===== src/rtl/ft_pkg.sv =====
package ft_pkg;
    typedef enum logic [1:0] {
        IN_READY = 2'd0,
        IN_HOLD  = 2'd1,
        IN_MOVE  = 2'd2,
        IN_FULL  = 2'd3
    } in_state_e;

    typedef enum logic [1:0] {
        OUT_EMPTY = 2'd0,
        OUT_MOVE  = 2'd1,
        OUT_SHOW  = 2'd2,
        OUT_TAKEN = 2'd3
    } out_state_e;
endpackage


===== src/rtl/ft_sync.sv =====
module ft_sync #(
    parameter int N = 2
) (
    input  logic         clk,
    input  logic         rst_n,
    input  logic [N-1:0] d,
    output logic [N-1:0] q
);
    for (genvar i = 0; i < N; i++) begin : g_bit
        logic s1, s2;
        always_ff @(posedge clk or negedge rst_n) begin
            if (!rst_n) begin
                s1 <= 1'b0;
                s2 <= 1'b0;
            end else begin
                s1 <= d[i];
                s2 <= s1;
            end
        end
        assign q[i] = s2;
    end
endmodule


===== src/rtl/ft_queue.sv =====
module ft_queue #(
    parameter int WIDTH = 9,
    parameter int DEPTH = 64,
    localparam int PW = (DEPTH > 1) ? $clog2(DEPTH) : 1,
    localparam int CW = $clog2(DEPTH + 1)
) (
    input  logic             clk,
    input  logic             rst_n,
    input  logic             push,
    input  logic [WIDTH-1:0] wdata,
    input  logic             pop,
    output logic [WIDTH-1:0] rdata,
    output logic [CW-1:0]    count
);
    logic [WIDTH-1:0] mem [DEPTH];
    logic [PW-1:0]    wp, rp;

    function automatic logic [PW-1:0] nxt(input logic [PW-1:0] p);
        return (p == PW'(DEPTH - 1)) ? '0 : p + 1'b1;
    endfunction

    always_ff @(posedge clk) begin
        if (push) mem[wp] <= wdata;
    end

    always_ff @(posedge clk or negedge rst_n) begin
        if (!rst_n) begin
            wp    <= '0;
            rp    <= '0;
            count <= '0;
        end else begin
            if (push) wp <= nxt(wp);
            if (pop)  rp <= nxt(rp);
            count <= count + CW'(push) - CW'(pop);
        end
    end

    assign rdata = mem[rp];
endmodule


===== src/rtl/ft_in_ctrl.sv =====
module ft_in_ctrl
    import ft_pkg::*;
#(
    parameter int XFER_LAT = 2,
    localparam int LW = (XFER_LAT > 1) ? $clog2(XFER_LAT) : 1
) (
    input  logic clk,
    input  logic rst_n,
    input  logic si_lvl,
    input  logic space,
    output logic load,
    output logic push,
    output logic rdy
);
    in_state_e st, st_nxt;
    logic [LW-1:0] cnt;
    logic done;

    assign done = (st == IN_MOVE) && (cnt == LW'(XFER_LAT - 1));

    always_ff @(posedge clk or negedge rst_n) begin
        if (!rst_n) begin
            st  <= IN_READY;
            cnt <= '0;
        end else begin
            st  <= st_nxt;
            cnt <= (st == IN_MOVE) ? cnt + 1'b1 : '0;
        end
    end

    always_comb begin
        st_nxt = st;
        unique case (st)
            IN_READY: if (si_lvl)  st_nxt = IN_HOLD;
            IN_HOLD:  if (!si_lvl) st_nxt = IN_MOVE;
            IN_MOVE:  if (done)    st_nxt = space ? IN_READY : IN_FULL;
            IN_FULL:  if (space)   st_nxt = IN_READY;
        endcase
    end

    always_comb begin
        rdy  = (st == IN_READY);
        load = (st == IN_READY) && si_lvl;
        push = done;
    end
endmodule


===== src/rtl/ft_out_ctrl.sv =====
module ft_out_ctrl
    import ft_pkg::*;
#(
    parameter int XFER_LAT = 2,
    localparam int LW = (XFER_LAT > 1) ? $clog2(XFER_LAT) : 1
) (
    input  logic clk,
    input  logic rst_n,
    input  logic so_lvl,
    input  logic avail,
    output logic pop,
    output logic take,
    output logic rdy
);
    out_state_e st, st_nxt;
    logic [LW-1:0] cnt;
    logic done;

    assign done = (st == OUT_MOVE) && (cnt == LW'(XFER_LAT - 1));

    always_ff @(posedge clk or negedge rst_n) begin
        if (!rst_n) begin
            st  <= OUT_EMPTY;
            cnt <= '0;
        end else begin
            st  <= st_nxt;
            cnt <= (st == OUT_MOVE) ? cnt + 1'b1 : '0;
        end
    end

    always_comb begin
        st_nxt = st;
        unique case (st)
            OUT_EMPTY: if (avail)   st_nxt = OUT_MOVE;
            OUT_MOVE:  if (done)    st_nxt = OUT_SHOW;
            OUT_SHOW:  if (so_lvl)  st_nxt = OUT_TAKEN;
            OUT_TAKEN: if (!so_lvl) st_nxt = avail ? OUT_MOVE : OUT_EMPTY;
        endcase
    end

    always_comb begin
        rdy  = (st == OUT_SHOW);
        take = (st == OUT_SHOW) && so_lvl;
        pop  = done;
    end
endmodule


===== src/rtl/ft_fifo.sv =====
module ft_fifo #(
    parameter int WIDTH    = 9,
    parameter int DEPTH    = 64,
    parameter int XFER_LAT = 2,
    localparam int CW = $clog2(DEPTH + 1)
) (
    input  logic             clk,
    input  logic             rst_n,
    input  logic             shift_in,
    input  logic             shift_out,
    input  logic [WIDTH-1:0] din,
    input  logic             oe_n,
    output logic             in_rdy,
    output logic             out_rdy,
    output logic [WIDTH-1:0] q,
    output logic             q_en
);
    logic [1:0]       rst_q;
    logic             core_rst_n;
    logic [1:0]       strobe_s;
    logic             si_lvl, so_lvl;
    logic             load, push, pop, take;
    logic [WIDTH-1:0] in_word, dout, qdata;
    logic [CW-1:0]    qcnt, fill;

    // reset: asserts at once, releases through two flops
    always_ff @(posedge clk or negedge rst_n) begin
        if (!rst_n) rst_q <= 2'b00;
        else        rst_q <= {rst_q[0], 1'b1};
    end
    assign core_rst_n = rst_q[1];

    ft_sync #(.N(2)) u_sync (
        .clk(clk), .rst_n(core_rst_n),
        .d({shift_out, shift_in}), .q(strobe_s)
    );
    assign si_lvl = strobe_s[0];
    assign so_lvl = strobe_s[1];

    ft_in_ctrl #(.XFER_LAT(XFER_LAT)) u_in (
        .clk(clk), .rst_n(core_rst_n), .si_lvl(si_lvl),
        .space(fill < CW'(DEPTH)), .load(load), .push(push), .rdy(in_rdy)
    );

    ft_out_ctrl #(.XFER_LAT(XFER_LAT)) u_out (
        .clk(clk), .rst_n(core_rst_n), .so_lvl(so_lvl),
        .avail(qcnt != '0), .pop(pop), .take(take), .rdy(out_rdy)
    );

    ft_queue #(.WIDTH(WIDTH), .DEPTH(DEPTH)) u_q (
        .clk(clk), .rst_n(core_rst_n), .push(push), .wdata(in_word),
        .pop(pop), .rdata(qdata), .count(qcnt)
    );

    always_ff @(posedge clk) begin
        if (load) in_word <= din;
        if (pop)  dout    <= qdata;
    end

    always_ff @(posedge clk or negedge core_rst_n) begin
        if (!core_rst_n) fill <= '0;
        else             fill <= fill + CW'(load) - CW'(take);
    end

    assign q_en = !oe_n;
    assign q    = oe_n ? '0 : dout;
endmodule


===== config.mk =====
export PLATFORM = sky130hd
export DESIGN_NAME = ft_fifo
export DESIGN_NICKNAME = d
export VERILOG_FILES = /design/src/rtl/ft_pkg.sv /design/src/rtl/ft_sync.sv /design/src/rtl/ft_queue.sv /design/src/rtl/ft_in_ctrl.sv /design/src/rtl/ft_out_ctrl.sv /design/src/rtl/ft_fifo.sv
export SDC_FILE = /design/constraint.sdc
export NUM_CORES = 1
export LEC_CHECK = 0
export ABC_AREA = 1
export CORE_MARGIN = 2
export CORE_UTILIZATION = 27
export CTS_BUF_LIST = sky130_fd_sc_hd__clkbuf_8
export DETAILED_ROUTE_END_ITERATION = 8
export MAX_ROUTING_LAYER = met4
export PLACE_DENSITY_LB_ADDON = 0.12
export SYNTH_ARGS = -nofsm -noshare
export SYNTH_HDL_FRONTEND = slang
export SYNTH_HIERARCHICAL = 1
export SYNTH_SLANG_ARGS = --single-unit
export TNS_END_PERCENT = 50

===== constraint.sdc =====
create_clock -name clk -period 1.55 [get_ports clk]
set_input_delay 0.2325 -clock clk [delete_from_list [all_inputs] [get_ports clk]]
set_output_delay 0.2325 -clock clk [all_outputs]
set_load 0.02 [all_outputs]

==> results.yml <==
placement:
  dp_slack_ps: -723
  hpwl_microns: 50400
  post-place-cells: 3965
  port_buffers: 25
  place_congestion: 0.800
  placed_area_sq_um: 31000
min_path:
  holdPathStages: 1
  hp-start: "din[5]"
  hold_end: "in_word[5]$_DFFE_PP_"
  hp-class: "in2reg"
global_routing:
  grt_use_total_pct: 17.1
  globalRouteMet2Util_pct: 26.8
  grt_max_degree: 65
  grt_pass1_wl_microns: 128000
  grt-busiest-layer: "met2"
  grt_pass1_vias: 19800
  grt_use_met1_pct: 22.9
  antenna_found_initial: 2
  grt_overflow_total: 0
  met3_usage_pct: 2.71
pwr:
  leakagePower_nw: 15.1
  cellPowerDensity_nw_per_um2: 1670
  peakVddDrop_mv: 1.01
worst_setup_path:
  crit_type: "reg2reg"
  cp_top_family: "adder cells"
  slowest_delay_ps: 380
  crit_fanout: 3
  start_kind: "flop"
  cp_num_buf_inv: 4
  ff2ff_path_depth: 15
  r2r_slack_ps: -660
  path_cells: "inv_2, ha_4, nand2_4, clkinvlp_4, ha_4, inv_2, ha_4, inv_2, fa_2, nand3b_1, nand2_2, a21oi_2, nor2_1, nor2_1, xor2_1"
  r2r_end: "u_q/count[6]$_DFF_PN0_"
  required_ps: 2160
  critPathLaunch: "u_out/st[1]$_DFFE_PN0P_"
  cp-end-kind: "flop"
  worstPathArrival_ps: 2820
  cp_slowest_cell: "dfrtp_1"
  r2r_start: "u_out/st[1]$_DFFE_PN0P_"
routing:
  drt_iter0_markers: 1270
  dr.pass1.iters: 7
  drc: 0
  drt-total-wl_microns: 85800
  avgViaCountPerCell: 4.48
  num_vias: 19300
  ant_nets: 0
  routedWlPerCell_microns: 20.0
floorplan:
  die_w_microns: 322
  initial_core_util_pct: 27.2
  ios: 26
  fp.coreArea_sq_um: 100000
  rows: 116
  die-area_sq_um: 103000
  die_y_microns: 322
cts:
  clk_latency_ps: 750
  cts_root_buf: "clkbuf_8"
  htree_levels: 3
  clockBufferDepth: 3
  path_clk_slew_ps: 60
  cts_tree: "done"
  clkSinkCount: 632
  cts_buffers: 115
yosys:
  synth_top_area_share_pct: 65.5
  yosys.area.top_type: "edfxtp_1"
  synth_edf_count: 594
  ys.flop_type: "edfxtp_1"
  syn_nets: 2575
  syn_inst: 2538
  yosys-top-cells-area: "edfxtp_1 65%, nand2_1 12%, nand3_1 8.4%, inv_1 3.6%, dfrtp_1 3.5%"
  syn_area_per_cell_sq_um: 10.7
  ys_types: 34
  synth-seq-area-share_pct: 68.9
  synth_seq_cells: 632
  yosys_warnings: 6
  async_reset_ff_share_pct: 6.01
  syn_area_sq_um: 27200
timing:
  tns_ps: -185000
  setup_viol: 618
  setup_ws_ps: -665
  slew_viol_final: 0
  max_slew_margin_pct: 45.5
  whs_ps: 78.2
  tightest_slew_ps: 814
  min_period_ps: 2210
  rsz0062_at_grt: "true"
  clock_skew_ps: 50.1
  fmax_ghz: 0.452
  post-route-period-util_pct: 143
  hold_viol: 0
job:
  maxCapViolations: 0
cells_and_area:
  nFillCells: 9746
  stdcell_count: 4293
  drive_gt1_share_pct: 31.5
  syn_to_final_growth_pct: 37.0
  design_area_sq_um: 37300
  nets: 2935
outcome:
  violations: "setup timing"
  status: "complete, but fails checks"
==> placed cells by master, fill, tap and decap left out, types with 3 or more instances in the layout <==
cell type and count:
buf_4 112, nand2_2 124, clkinv_2 27, clkdlybuf4s50_1 14
clkinvlp_4 3, clkbuf_8 124, buf_6 97, buf_12 86
inv_1 279, a21oi_1 6, buf_16 29, dfrtp_1 31
nand3_4 13, buf_8 15, edfxtp_1 594, nor2_2 10
ha_1 16, nor2_4 55, inv_2 19, nand2_1 718
clkinv_1 30, nand2_4 33, buf_2 4, xnor2_1 3
nand3_2 160, dlygate4sd3_1 6, xor2_1 11, ha_4 3
o21ai_1 3, o21ai_0 8, dfrtp_2 5, nand3_1 284
nor2_1 35
==> cells in the mapped netlist (2+ instances only) <==
cell type    n
nand2_1    873
edfxtp_1   594
nand3_1    456
inv_1      260
nor2_1      98
buf_2       49
dfrtp_1     38
buf_6       32
ha_1        21
clkbuf_1    20
buf_1       15
clkinv_1    11
xor2_1      11
a21oi_1      8
buf_4        8
o21ai_0      8
inv_2        5
nor3_1       4
o21ai_1      3
xnor2_1      3
buf_8        2
fa_1         2
nand2_2      2
nand2_4      2
nand3b_1     2
nand4_1      2
o21bai_1     2
==> sequential cells by signal (all words and copies together) (netlist names), 2 cells and up <==
signal,cells
u_q/mem,576
dout,9
in_word,9
fill,7
u_q/count,7
u_q/rp,6
u_q/wp,6
rst_q,2
u_in/st,2
u_out/st,2
u_sync/g_bit.s1,2
u_sync/g_bit.s2,2
==> metal layers <==
| metal | part of all wire (%) | up-vias |
|---|---|---|
| met3 | 4.4 | 152 |
| li1 | - | 9212 |
| met5 | 0 | - |
| met2 | 46 | 409 |
| met1 | 46 | 9480 |
| met4 | 3.0 | 0 |
==> area by class of cell <==
| cell class | instances | area (sq um) | share of cell area (%) |
|---|---|---|---|
| Tap cell | 1298 | 1620 | 4.35 |
| Timing Repair inverter | 2 | 40.0 | 0.107 |
| Inverter | 276 | 1080 | 2.90 |
| Multi-Input combinational cell | 1504 | 8630 | 23.1 |
| Clock buffer | 124 | 1710 | 4.57 |
| Antenna cell | 1 | 2.50 | 0.00670 |
| Sequential cell | 632 | 18800 | 50.4 |
| Timing Repair Buffer | 367 | 5010 | 13.4 |
| Clock inverter | 89 | 430 | 1.15 |
==> worst register-to-register path, stage by stage (launching register included) <==
cell        delay, ps
dfrtp_1           380
inv_2              70
ha_4              170
nand2_4            60
clkinvlp_4         90
ha_4              220
inv_2              60
ha_4              120
inv_2              30
fa_2              320
nand3b_1          170
nand2_2            80
a21oi_2            50
nor2_1             90
nor2_1             60
xor2_1            130
==> power by group <==
group | switching [mW] | internal (mW)
clock | 7.12 | 7.67
sequential | 0.482 | 19.9
combinational | 15.9 | 11.2
==> how the worst max path moves through the flow <==
stage	slack, ps	to	depth (start not counted)
CTS	-670	u_q/count[6]$_DFF_PN0_	15
detailed placement	-720	fill[6]$_DFF_PN0_	15
finish	-660	u_q/count[6]$_DFF_PN0_	15
global placement	-830	fill[6]$_DFF_PN0_	15
floorplan	-880	u_q/count[6]$_DFF_PN0_	15
global route	-800	u_q/count[6]$_DFF_PN0_	15
==> cell families (layout without fill, tap and decap cells) <==
group                      Yosys count  after routing  share of synthesized area (%)
and+or+nand+nor                   1443           1443                           22.2
AOI/OAI and AO/OA                   23             23                          0.464
adders and majority gates           23             23                           1.11
xor gates and xnor gates            14             14                          0.450
DFF                                632            632                           68.9
buffers and inverters              402            858                           6.84
other                                1              2                         0.0138
==> per-stage QoR <==
stage | util [%] | total power [mW]
2_1_floorplan | - | 32.2
3_3_place_gp | 31.0 | 40.1
3_5_place_dp | 31.0 | 40.2
4_1_cts | 36.6 | 62.2
5_1_grt | 37.3 | 65.9
6_report | 37.3 | 62.2
==> what timing repair did <==
action,CTS,global route
buffers inserted,43,8
hold buffers,6,0
endpoints found under the setup margin,616,621
pin swaps,133,77
cloned,53,13
endpoints found under the hold margin,7,0
gates resized for setup,615,185
No activity file was read; power rests on OpenSTA's default activity.
